[src/rtl/sup_pkg.sv]
package sup_pkg;

  typedef enum logic [1:0] {
    WDP_SHORT = 2'd0,
    WDP_MID   = 2'd1,
    WDP_LONG  = 2'd2,
    WDP_OFF   = 2'd3
  } wdp_code_e;

  function automatic int unsigned max4(input int unsigned a, input int unsigned b,
                                       input int unsigned c, input int unsigned d);
    int unsigned m;
    m = a;
    if (b > m) m = b;
    if (c > m) m = c;
    if (d > m) m = d;
    return m;
  endfunction

endpackage

[src/rtl/sup_sync.sv]
module sup_sync #(
  parameter int W = 2,
  parameter logic [W-1:0] RST_VAL = '0
) (
  input  logic         clk,
  input  logic         rst,
  input  logic [W-1:0] d_async,
  output logic [W-1:0] q_sync
);
  logic [W-1:0] stage1;

  for (genvar i = 0; i < W; i++) begin : g_bit
    always_ff @(posedge clk) begin
      if (rst) begin
        stage1[i] <= RST_VAL[i];
        q_sync[i] <= RST_VAL[i];
      end else begin
        stage1[i] <= d_async[i];
        q_sync[i] <= stage1[i];
      end
    end
  end
endmodule

[src/rtl/sup_debounce.sv]
module sup_debounce #(
  parameter int DEB_TICKS = 16
) (
  input  logic clk,
  input  logic rst,
  input  logic tick,
  input  logic lvl,
  output logic acc
);
  localparam int CW = (DEB_TICKS > 1) ? $clog2(DEB_TICKS) : 1;
  localparam logic [CW-1:0] LAST = CW'(DEB_TICKS - 1);

  logic [CW-1:0] run;

  always_ff @(posedge clk) begin
    if (rst) begin
      acc <= 1'b1;
      run <= '0;
    end else if (tick) begin
      if (lvl != acc) begin
        if (run == LAST) begin
          acc <= lvl;
          run <= '0;
        end else begin
          run <= run + 1'b1;
        end
      end else begin
        run <= '0;
      end
    end
  end
endmodule

[src/rtl/sup_reset_seq.sv]
module sup_reset_seq #(
  parameter int TMO0 = 50,
  parameter int TMO1 = 200,
  parameter int TMO2 = 400,
  parameter int TMO3 = 800
) (
  input  logic       clk,
  input  logic       rst,
  input  logic       tick,
  input  logic       cause,
  input  logic [1:0] sel,
  output logic       hold
);
  localparam int TMAX = int'(sup_pkg::max4(TMO0, TMO1, TMO2, TMO3));
  localparam int RW   = $clog2(TMAX + 1);

  logic [RW-1:0] cnt;
  logic [RW-1:0] lim;

  always_comb begin
    case (sel)
      2'd0:    lim = RW'(TMO0 - 1);
      2'd1:    lim = RW'(TMO1 - 1);
      2'd2:    lim = RW'(TMO2 - 1);
      default: lim = RW'(TMO3 - 1);
    endcase
  end

  always_ff @(posedge clk) begin
    if (rst || cause) begin
      hold <= 1'b1;
      cnt  <= '0;
    end else if (hold && tick) begin
      if (cnt >= lim) begin
        hold <= 1'b0;
        cnt  <= '0;
      end else begin
        cnt <= cnt + 1'b1;
      end
    end
  end
endmodule

[src/rtl/sup_bus_kick.sv]
module sup_bus_kick (
  input  logic clk,
  input  logic rst,
  input  logic start_ev,
  input  logic stop_ev,
  input  logic byte_ev,
  output logic kick
);
  logic armed;

  always_ff @(posedge clk) begin
    if (rst) begin
      armed <= 1'b0;
      kick  <= 1'b0;
    end else begin
      kick <= stop_ev & armed;
      if (start_ev)
        armed <= 1'b1;
      else if (byte_ev || stop_ev)
        armed <= 1'b0;
    end
  end
endmodule

[src/rtl/sup_watchdog.sv]
module sup_watchdog #(
  parameter int WDP0 = 25,
  parameter int WDP1 = 200,
  parameter int WDP2 = 1400
) (
  input  logic       clk,
  input  logic       rst,
  input  logic       tick,
  input  logic       hold,
  input  logic       kick,
  input  logic [1:0] sel,
  output logic       fault,
  output logic       idle
);
  import sup_pkg::*;

  localparam int PMAX = int'(max4(WDP0, WDP1, WDP2, 1));
  localparam int PW   = $clog2(PMAX + 1);

  logic [PW-1:0] cnt;
  logic [PW-1:0] lim;
  logic          clr;
  wdp_code_e     code;

  assign code = wdp_code_e'(sel);
  assign clr  = hold | kick | (code == WDP_OFF);
  assign idle = (cnt == '0);

  always_comb begin
    case (code)
      WDP_SHORT: lim = PW'(WDP0 - 1);
      WDP_MID:   lim = PW'(WDP1 - 1);
      default:   lim = PW'(WDP2 - 1);
    endcase
  end

  always_ff @(posedge clk) begin
    if (rst || clr) begin
      cnt   <= '0;
      fault <= 1'b0;
    end else if (tick) begin
      if (cnt >= lim) begin
        cnt   <= '0;
        fault <= 1'b1;
      end else begin
        cnt   <= cnt + 1'b1;
        fault <= 1'b0;
      end
    end
  end
endmodule

[src/rtl/sup_wdt_ctrl.sv]
module sup_wdt_ctrl #(
  parameter int TMO0      = 50,
  parameter int TMO1      = 200,
  parameter int TMO2      = 400,
  parameter int TMO3      = 800,
  parameter int WDP0      = 25,
  parameter int WDP1      = 200,
  parameter int WDP2      = 1400,
  parameter int DEB_TICKS = 16
) (
  input  logic       clk,
  input  logic       rst,
  input  logic       tick,
  input  logic       supply_ok,
  input  logic       mr_n,
  input  logic [1:0] tmo_sel,
  input  logic [1:0] wdp_sel,
  input  logic       bus_start,
  input  logic       bus_stop,
  input  logic       bus_byte,
  output logic       sys_rst,
  output logic       wdt_fault
);
  logic [1:0] raw_in;
  logic [1:0] synced;
  logic       sup_good_s;
  logic       mr_s;
  logic       mr_acc;
  logic       cause;
  logic       kick;
  logic       wd_zero;

  assign raw_in     = {mr_n, supply_ok};
  assign sup_good_s = synced[0];
  assign mr_s       = synced[1];
  assign cause      = ~sup_good_s | ~mr_acc;

  sup_sync #(.W(2), .RST_VAL(2'b10)) u_sync (
    .clk(clk), .rst(rst), .d_async(raw_in), .q_sync(synced)
  );

  sup_debounce #(.DEB_TICKS(DEB_TICKS)) u_deb (
    .clk(clk), .rst(rst), .tick(tick), .lvl(mr_s), .acc(mr_acc)
  );

  sup_reset_seq #(.TMO0(TMO0), .TMO1(TMO1), .TMO2(TMO2), .TMO3(TMO3)) u_rseq (
    .clk(clk), .rst(rst), .tick(tick), .cause(cause), .sel(tmo_sel), .hold(sys_rst)
  );

  sup_bus_kick u_kick (
    .clk(clk), .rst(rst), .start_ev(bus_start), .stop_ev(bus_stop),
    .byte_ev(bus_byte), .kick(kick)
  );

  sup_watchdog #(.WDP0(WDP0), .WDP1(WDP1), .WDP2(WDP2)) u_wd (
    .clk(clk), .rst(rst), .tick(tick), .hold(sys_rst), .kick(kick),
    .sel(wdp_sel), .fault(wdt_fault), .idle(wd_zero)
  );
endmodule

[config.mk]
export PLATFORM = sky130hd
export DESIGN_NAME = sup_wdt_ctrl
export DESIGN_NICKNAME = d
export VERILOG_FILES = /design/src/rtl/sup_pkg.sv /design/src/rtl/sup_sync.sv /design/src/rtl/sup_debounce.sv /design/src/rtl/sup_reset_seq.sv /design/src/rtl/sup_bus_kick.sv /design/src/rtl/sup_watchdog.sv /design/src/rtl/sup_wdt_ctrl.sv
export SDC_FILE = /design/constraint.sdc
export NUM_CORES = 1
export LEC_CHECK = 0
export CELL_PAD_IN_SITES_DETAIL_PLACEMENT = 0
export CELL_PAD_IN_SITES_GLOBAL_PLACEMENT = 1
export CORE_ASPECT_RATIO = 0.8
export CORE_UTILIZATION = 42
export DETAILED_ROUTE_END_ITERATION = 7
export PLACE_DENSITY = 0.79
export SLEW_MARGIN = 0
export SYNTH_ARGS = -nofsm -noshare
export SYNTH_HDL_FRONTEND = slang
export SYNTH_SLANG_ARGS = --single-unit
[constraint.sdc]
create_clock -name clk -period 4.65 [get_ports clk]
set_input_delay 1.1625 -clock clk [delete_from_list [all_inputs] [get_ports clk]]
set_output_delay 1.1625 -clock clk [all_outputs]
set_load 0.02 [all_outputs]
Word-level counts from Yosys, hierarchy flattened
Cells that the tools add are included.

operators by class
  $add $sub $neg = 3
  magnitude comparators = 2
  eq/ne operators = 6
  muxes and demuxes = 9
  bitwise logic cells = 6
  reduce and logical (&&, ||, !) cells = 9

operators by type and width
  operator                                                          count
  10-bit one-hot mux with 3 select lines                            1
  11-bit one-hot mux with 2 select lines                            1
  11-bit by 1-bit adder with 11-bit output (second input constant)  1
  11-bit greater-or-equal comparator                                1
  11-bit 2-to-1 mux                                                 1
  10-bit by 1-bit adder with 10-bit output (second input constant)  1
  10-bit greater-or-equal comparator                                1
  10-bit 2-to-1 mux                                                 1
  4-bit 2-to-1 mux                                                  2
  4-bit by 1-bit adder with 4-bit output (second input constant)    1
  2-bit by 1-bit == test with 1-bit output (second input constant)  2
  2-bit == test (second input constant)                             2
  4-bit == test (second input constant)                             1
  2-bit logical NOT                                                 2
  1-bit logical OR                                                  3
  1-bit 2-to-1 mux                                                  3
  1-bit bitwise OR                                                  3
  3-bit AND reduction                                               1
  1-bit inverter                                                    2
  2-bit AND reduction                                               1
  2-bit nonzero test                                                1
  1-bit bitwise AND                                                 1
  1-bit logical AND                                                 1
  1-bit != test                                                     1

word-level totals
  register bits after elaboration = 34
  input bits = 12
  output and inout port bits = 2
  word-level logic and storage cells = 47

Logic depth before layout (Yosys ltp)
Gate-level depths: netlist (run 1).

  word-level depth = 4
  gate-level depth with buffers = 9
  depth with buffers taken out = 9

Hierarchy
From an unflattened synthesis (run 1), not the netlist that was laid out.

second synthesis, totals
  cells, all modules = 224
  area total of the unflattened synthesis = 2060.7 sq um

by module, submodules not included
  module         times used  cells an instance  area each (sq um)  sequential area each (sq um)
  sup_watchdog   1           94                 845.8              240.2
  sup_reset_seq  1           90                 798.3              220.2
  sup_debounce   1           24                 242.7              100.1
  sup_sync       1           8                  105.1              80.1
  sup_bus_kick   1           7                  65.1               40.0
  sup_wdt_ctrl   1           1                  3.8                0.0

Worst setup path before layout (run 1)
Ideal clock, no wire load.

  path type = input -> register
  from = input port wdp_sel[1]
  to = register u_wd.cnt[3]
  library setup time = 86 ps
  arrival = 2792 ps
  data required time = 4564 ps
  setup slack = 1773 ps
  stages = 7
  path buffers = 0
  cell sequence = or2_2 -> ha_1 -> nand2b_1 -> a211o_1 -> a221oi_2 -> o21ai_2 -> a211oi_1

on the way
  cells in the longest elaborated chain, start to end = 4
  elaborated cells on any way between the ends = 8
  classes of those cells = 1 x order compare; 2 x eq/ne; 2 x mux; 1 x bitwise; 2 x reduce/logical

RTL lines
  item                                                                           RTL line            RTL
  from (decl)                                                                    sup_wdt_ctrl.sv:17  input logic [1:0] wdp_sel,
  2-bit by 1-bit == test with 1-bit output or 2-bit logical NOT (tied branches)  sup_watchdog.sv:30  case (code)
  11-bit one-hot mux with 2 select lines                                         sup_watchdog.sv:30
  11-bit greater-or-equal comparator                                             sup_watchdog.sv:42  if (cnt >= lim) begin
  11-bit 2-to-1 mux                                                              sup_watchdog.sv:42
  to (signal assigned)                                                           sup_watchdog.sv:46  cnt <= cnt + 1'b1;
  to (decl)                                                                      sup_watchdog.sv:20  logic [PW-1:0] cnt;

Parallel ways exist; a longest one is shown, timed or not.
A chain may end at the register's enable or synchronous reset.

Final worst setup path (run 1)
  from = input port wdp_sel[1]
  to = register u_wd.cnt[10]

Same word-level chain as after synthesis.

==> key figures, run 1 <==
Cells and area
  • FF+latch area: 680.7 sq um
  • Most frequent cells in the layout: 34 x dfxtp_1, 25 x ha_1, 18 x nor2_1, 15 x nand2_1, 15 x nand3_1
  • P&R area growth vs syn: 15.86%
  • Final instance area: approximately 0.0023 sq mm
  • Layout cell share with drive strength beyond 1: between 9 and 10%
  • Antenna cells: 0
  • Final-stage net count: roughly 280
  • Multi-input gate area: between 0.001 and 0.0015 sq mm
  • Commonest non-fill, non-tap cell in the layout: dfxtp_1
  • Fill count: roughly 440

Power and ir drop
  • Register share of total power: a little over two fifths
  • Internal power: between 0.5 and 0.6 mW
  • Combinational Power Share: between 6 and 7%
  • PD cells: just under 300 mW/mm^2
  • VDD IR max: about 0.18 mV
  • LEAKAGE: about 1 nW
  • Sw Share: between 15 and 20%
  • Psw: 0.1331 mW
  • Clock share of power: roughly half

Setup path
  • Worst R2R End: u_wd.cnt[10]$_SDFFE_PP0P_
  • WP buf/inv: 1
  • Reg2reg start: u_wd.cnt[0]$_SDFFE_PP0P_
  • Flop-to-flop setup slack: roughly 2.6 ns
  • Worst-path cell chain: clkdlybuf4s50_1 -> or2_2 -> ha_1 -> nand2b_1 -> a211o_1 -> a221oi_2 -> o21ai_2 -> a211oi_1
  • Slowest stage cell, crit path: clkdlybuf4s50_1
  • Worst path max stage delay: between 0.4 and 0.5 ns
  • Reg2reg path depth: 7
  • Crit path max-delay family: compound AO/OA/AOI/OAI gates
  • WS Path Type: input pin to flop
  • CP Max Fanout: 10
  • Worst Path Arrival: 3.46 ns
  • Crit end category: flop
  • Startpoint type of the worst setup path: input pin
  • CP Data Required Time: around 4.8 ns

Die
  • Full die area: 0.005110 sq mm
  • Initial Util: a little over two fifths
  • Die W: approximately 80 microns
  • Num ports: 14
  • Core area: about 0.0046 sq mm
  • Die Y: between 60 and 70 microns
  • Row count: 22

Synthesis
  • Most common flop cell mapped by yosys: dfxtp_1
  • Synth unique cells: 45
  • Sequential share of the synthesized area: around a third
  • Avg Synthesized Cell Area: 9.049 sq um
  • YS warnings: 0
  • Post-Synthesis Cells: about 220
  • Asr flop ratio synth: 0%
  • Syn Nets: between 200 and 300
  • Synthesized area: roughly 0.002 sq mm
  • Post-synthesis register bit count: 34
  • Post-synth EDFFs: 0

Route
  • Via count: about 1,600
  • Routed WL per cell: roughly 13 microns
  • Initial DRC count: between 60 and 70
  • ANT nets after route: 0
  • Drt drc: 0
  • Post-Route WL: ~4000 microns
  • 1st-pass router iterations: 4
  • Vias per cell: around 5.3

Clock tree
  • Max Buffers Root-to-Sink: 2
  • H-tree Lvls: 2
  • CTS Sinks: 34
  • CTS clk-pin slew, worst paths: around 0.070 ns
  • Clock root cell: clkbuf_8
  • CTS tree: done
  • Post-CTS Setup Bufs: 0
  • Cts bufs inserted: 5
  • Post-CTS sizing: 0
  • CTS Hold Bufs: 0
  • Clock Latency Late Sink: approximately 0.28 ns

Run
  • Max-cap violations: 0

Timing
  • RSZ-0062 raised after global routing: false
  • Skew final: 0.004265 ns
  • Fin Setup TNS: 0 ns
  • Endpoints failing hold: 0
  • Worst-margin pin slew: about 0.76 ns
  • Hold Slack: between 0.4 and 0.5 ns
  • Period utilization: between 70% and 80%
  • Finish-stage setup viols: 0
  • Max-Slew Margin vs Limit: between 40 and 50%
  • Min Tclk post-route: 3.268 ns
  • Final Max Tran Viols: 0
  • Fmax: slightly above 300 MHz

Global route
  • Vias in the first global route: ~1,500
  • Largest net degree at the start of global routing: 23
  • Remaining Overflow, GRT: 0
  • Initial antenna violation count: 0
  • First-pass GRT wire length: 7058 microns
  • GRT Overall Usage: around 18%

Hold path
  • Sink of the worst hold path: u_sync.q_sync[1]$_SDFF_PP1_
  • HP Class: flop to flop
  • Min-delay src: u_sync.stage1[1]$_SDFF_PP1_
  • Hold path depth: 1

Placement
  • Post-Place Cell Area: ~0.0022 sq mm
  • RePlAce Congestion: roughly 0.79
  • DP Wirelength: between 2000 and 3000 microns
  • PortBufs: 13

Run status
  • Status: complete, no violations
worst register-to-register path: stages, from the launching register on:
cell,delay [ns]
dfxtp_1,0.38
inv_1,0.08
ha_1,0.28
nand2b_1,0.14
a211o_1,0.31
a221oi_2,0.32
o21ai_2,0.20
a211oi_1,0.26
power by group through the flow:
| stage | Sequential, mW | Combinational, mW | Clock (mW) |
|---|---|---|---|
| floorplan | 0.303 | 0.0303 | 0 |
| global placement | 0.303 | 0.0468 | 0 |
| detailed placement | 0.303 | 0.0470 | 0 |
| CTS | 0.296 | 0.0472 | 0.341 |
| global route | 0.297 | 0.0542 | 0.356 |
| finish | 0.296 | 0.0470 | 0.334 |
sequential cells by signal, summed over array words and instances, names as in the netlist:
signal and cells:
u_kick.kick 1, u_rseq.cnt 10, u_deb.acc 1, u_wd.fault 1
u_rseq.hold 1, u_sync.stage1 2, u_deb.run 4, u_wd.cnt 11
u_sync.q_sync 2, u_kick.armed 1
how the worst max path moves through the flow:
stage / start / depth (start not counted) / slack [ns] / to
after floorplan: wdp_sel[1] / 7 / 1.77 / u_wd.cnt[3]$_SDFFE_PP0P_
after global placement: wdp_sel[1] / 8 / 1.12 / u_wd.cnt[6]$_SDFFE_PP0P_
after detailed placement: wdp_sel[1] / 8 / 1.10 / u_wd.cnt[6]$_SDFFE_PP0P_
after CTS: wdp_sel[1] / 8 / 1.39 / u_wd.cnt[6]$_SDFFE_PP0P_
after global routing: wdp_sel[1] / 8 / 1.22 / u_wd.cnt[3]$_SDFFE_PP0P_
final: wdp_sel[1] / 8 / 1.38 / u_wd.cnt[10]$_SDFFE_PP0P_
cells by family after synthesis:
kind of cell	share of synthesized area, %
AND/OR/NAND/NOR	19.51
AO/OA/AOI/OAI	19.63
flip-flops	33.58
multiplexers	0.4938
buffers and inverters	3.889
adder cells (fa/ha/maj)	15.99
XOR/XNOR	6.913
cell usage after synthesis (5+ instances only):
master	count	share of area (%)
dfxtp_1	34	34
ha_1	25	15
nor2_1	18	3.3
nand2_1	15	2.8
nand3_1	15	3.7
a211oi_1	13	4.8
inv_1	12	2.2
xor2_1	10	4.3
a21oi_1	9	2.2
a21o_1	7	2.6
nand4_1	6	1.9
xnor2_1	6	2.6
o21ai_0	5	1.2
through the flow:
stage	util [%]	setup slack, ns	instances	power, mW
final	50.78	1.382	300	0.6776
after global routing	50.78	1.215	300	0.7069
after CTS	50.78	1.393	300	0.6848
after detailed placement	47.70	1.098	292	0.3501
after global placement	47.70	1.117	292	0.3498
after floorplan	-	1.773	224	0.3329
final cells by class:
cell class | instances | share of cell area [%]
Clock buffer | 6 | 3.516
Clock inverter | 2 | 2.557
Inverter | 12 | 1.918
Multi-Input combinational cell | 172 | 53.97
Sequential cell | 34 | 28.98
Tap cell | 60 | 3.197
Timing Repair Buffer | 14 | 5.860
per-layer routing:
layer,global-route usage [%],vias to the layer above,share of wire [%]
li1,-,843,-
met2,26.28,26,39
met5,0,-,0
met3,4.143,5,3.9
met4,5.455,0,1.0
met1,25.37,728,56
Power figures use the tool's default switching activity.
==> run 2: changes to the inputs <==
--- a/config.mk
+++ b/config.mk
@@ -8,9 +8,9 @@
 export CELL_PAD_IN_SITES_DETAIL_PLACEMENT = 0
 export CELL_PAD_IN_SITES_GLOBAL_PLACEMENT = 1
 export CORE_ASPECT_RATIO = 0.8
-export CORE_UTILIZATION = 42
+export CORE_UTILIZATION = 41
 export DETAILED_ROUTE_END_ITERATION = 7
-export PLACE_DENSITY = 0.79
+export PLACE_DENSITY = 0.81
 export SLEW_MARGIN = 0
 export SYNTH_ARGS = -nofsm -noshare
 export SYNTH_HDL_FRONTEND = slang
==> constraint.sdc (replaced) <==
create_clock -name clk -period 2.95 [get_ports clk]
set_input_delay 0.7375 -clock clk [delete_from_list [all_inputs] [get_ports clk]]
set_output_delay 0.7375 -clock clk [all_outputs]
set_load 0.02 [all_outputs]
==> key figures, run 2 (synthesis results as in run 1) <==
Global route
  • GRT Overall Usage: 18.05% (+0.25 points)
  • Vias in the first global route: 1,582 (+3.7%)
  • First-pass GRT wire length: 7224 microns (+2.4%)
  • Initial antenna violation count: 0 (unchanged)
  • Remaining Overflow, GRT: 0 (unchanged)
  • Largest net degree at the start of global routing: 23 (unchanged)

Timing
  • Finish-stage setup viols: 0 (unchanged)
  • Min Tclk post-route: ~2.8 ns
  • Max-Slew Margin vs Limit: 50.09% (+1.8 points)
  • Skew final: 0.005538 ns (+0.001273 ns)
  • Final Max Tran Viols: 0 (unchanged)
  • Fmax: ~360 MHz
  • Period utilization: 94.89%
  • Final worst slack: 0.1508 ns (-1.231 ns)
  • Worst-margin pin slew: 0.7298 ns (-0.02643 ns)
  • Hold Slack: 0.4105 ns (-0.001329 ns)
  • Endpoints failing hold: 0 (unchanged)

Power and ir drop
  • Psw: 0.2106 mW (+58%)
  • Internal power: 0.7779 mW (+43%)
  • Register share of total power: 47.3% (+3.6 points)
  • Combinational Power Share: 8.7% (+1.8 points)
  • Sw Share: 21.30% (+1.7 points)
  • Clock share of power: 44.0% (-5.3 points)
  • PD cells: 405.8 mW/mm^2 (+41%)
  • VDD IR max: 0.3395 mV (+87%)
  • LEAKAGE: 1.048 nW (+5.2%)

Setup path
  • Worst path max stage delay: 0.43 ns (-0.03 ns)
  • Crit end category: flop
  • Worst-path cell chain: clkdlybuf4s50_1 -> or2_2 -> ha_1 -> nand2b_1 -> a211o_1 -> a221oi_2 -> o21ai_4 -> a211oi_1
  • Flop-to-flop setup slack: 0.86 ns (-1.75 ns)
  • CP Max Fanout: 10 (unchanged)
  • WS Path Type: input pin to flop
  • Slowest stage cell, crit path: clkdlybuf4s50_1
  • Worst Path Arrival: 3.00 ns (-0.46 ns)
  • CP Data Required Time: 3.15 ns (-1.69 ns)
  • Startpoint type of the worst setup path: input pin

Cells and area
  • Layout cell share with drive strength beyond 1: 14.23% (+5.1 points)
  • Max reg flops: 11 (unchanged)
  • Most frequent cells in the layout: 34 x dfxtp_1, 25 x ha_1, 18 x nor2_1
  • Largest registers: u_wd.cnt x11, u_rseq.cnt x10, u_deb.run x4
  • Reg with most FFs: u_wd.cnt
  • Commonest non-fill, non-tap cell in the layout: dfxtp_1
  • Final instance area: 0.002436 sq mm (+3.7%)
  • Antenna cells: 0 (unchanged)
  • Fin util: 52.06% (+1.3 points)
  • P&R area growth vs syn: 20.19%
  • Final-stage net count: 290 (+5.1%)

Die
  • Die W: 80.61 microns (+1.2%)
  • Full die area: 0.005231 sq mm (+2.4%)
  • Core area: 0.004679 sq mm (+1.2%)
  • Row count: 22 (unchanged)
  • Num ports: 14 (unchanged)
  • Die Y: 64.89 microns (+1.2%)
  • Initial Util: 43.32% (-0.52 points)

Placement
  • Dpl ws: -0.1246 ns (-1.223 ns)
  • Post-Place Cell Area: 0.002311 sq mm (+4.8%)
  • RePlAce Congestion: 0.7543 (-4.4%)
  • DP Wirelength: 2969 microns (+0.93%)
  • PortBufs: 13 (unchanged)

Route
  • Via count: 1,656 (+3.4%)
  • Routed WL per cell: 12.91 microns (-0.87%)
  • Initial DRC count: 97 (+56%)
  • Vias per cell: 5.291 (-0.92%)
  • 1st-pass router iterations: 4 (unchanged)
  • ANT nets after route: 0 (unchanged)
  • Drt drc: 0 (unchanged)
  • Post-Route WL: 4041 microns (+3.4%)

Clock tree
  • CTS tree: done
  • CTS Sinks: 34 (unchanged)
  • CTS clk-pin slew, worst paths: 0.07 ns (about the same)
  • Clock root cell: clkbuf_8
  • H-tree Lvls: 2 (unchanged)
  • Max Buffers Root-to-Sink: 2 (unchanged)
  • CTS Hold Bufs: 0 (unchanged)
  • Cts bufs inserted: 5 (unchanged)
  • Clock Latency Late Sink: 0.29 ns (about the same)

Run
  • Max-cap violations: 0 (unchanged)

Hold path
  • HP Class: flop to flop

Run status
  • Status: complete, no violations
run 2: critical path: cells and delay by family:
kind                       cells  cell delay, ns
AOI/OAI and AO/OA              4            1.10
and+or+nand+nor                2            0.47
buffers and inverters          1            0.43
adders and majority gates      1            0.27
run 2: metal layers:
metal	wire [microns]	part of all wire, %	global-route usage [%]	up-vias
met3	167	4.1	4.366	7
met1	2147	53	25.90	756
li1	-	-	-	870
met4	68	1.7	7.366	0
met2	1658	41	25.42	23
met5	0	0	0	-
run 2: power groups by stage:
stage / registers (mW) / clock network, mW / logic [mW]
4_1_cts: 0.467 / 0.442 / 0.0864
6_report: 0.467 / 0.435 / 0.0863
3_3_place_gp: 0.477 / 0 / 0.0851
2_1_floorplan: 0.477 / 0 / 0.0477
5_1_grt: 0.468 / 0.465 / 0.0977
3_5_place_dp: 0.478 / 0 / 0.0859
run 2: cell type report:
cell class | count | area [sq um]
clock inverter | 1 | 30.03
inverter | 12 | 45.04
sequential | 34 | 680.7
tap | 60 | 75.07
fill | 444 | 2243
clock buffer | 6 | 82.58
timing repair buffer | 28 | 242.7
multi-input combinational | 172 | 1280
run 2: worst paths after layout:
check	startpoint	endpoint	cells past startpoint
worst max-delay path	wdp_sel[1]	u_wd.cnt[6]$_SDFFE_PP0P_	8
worst min-delay path	u_sync.stage1[1]$_SDFF_PP1_	u_sync.q_sync[1]$_SDFF_PP1_	1
worst max register to register	u_wd.cnt[0]$_SDFFE_PP0P_	u_wd.cnt[6]$_SDFFE_PP0P_	7
worst min register to register	u_sync.stage1[1]$_SDFF_PP1_	u_sync.q_sync[1]$_SDFF_PP1_	1
run 2: through the flow:
step                power [mW]   TNS, ns  cells
global route             1.030  -0.01447    313
detailed placement      0.5636   -0.9566    306
CTS                     0.9957         0    313
global placement        0.5625   -0.3811    306
floorplan               0.5247         0    224
finish                  0.9885         0    313
run 2: what timing repair did:
action                     CTS  global route
setup endpoints to repair    0             1
setup buffers                0             0
resized for setup            0             2
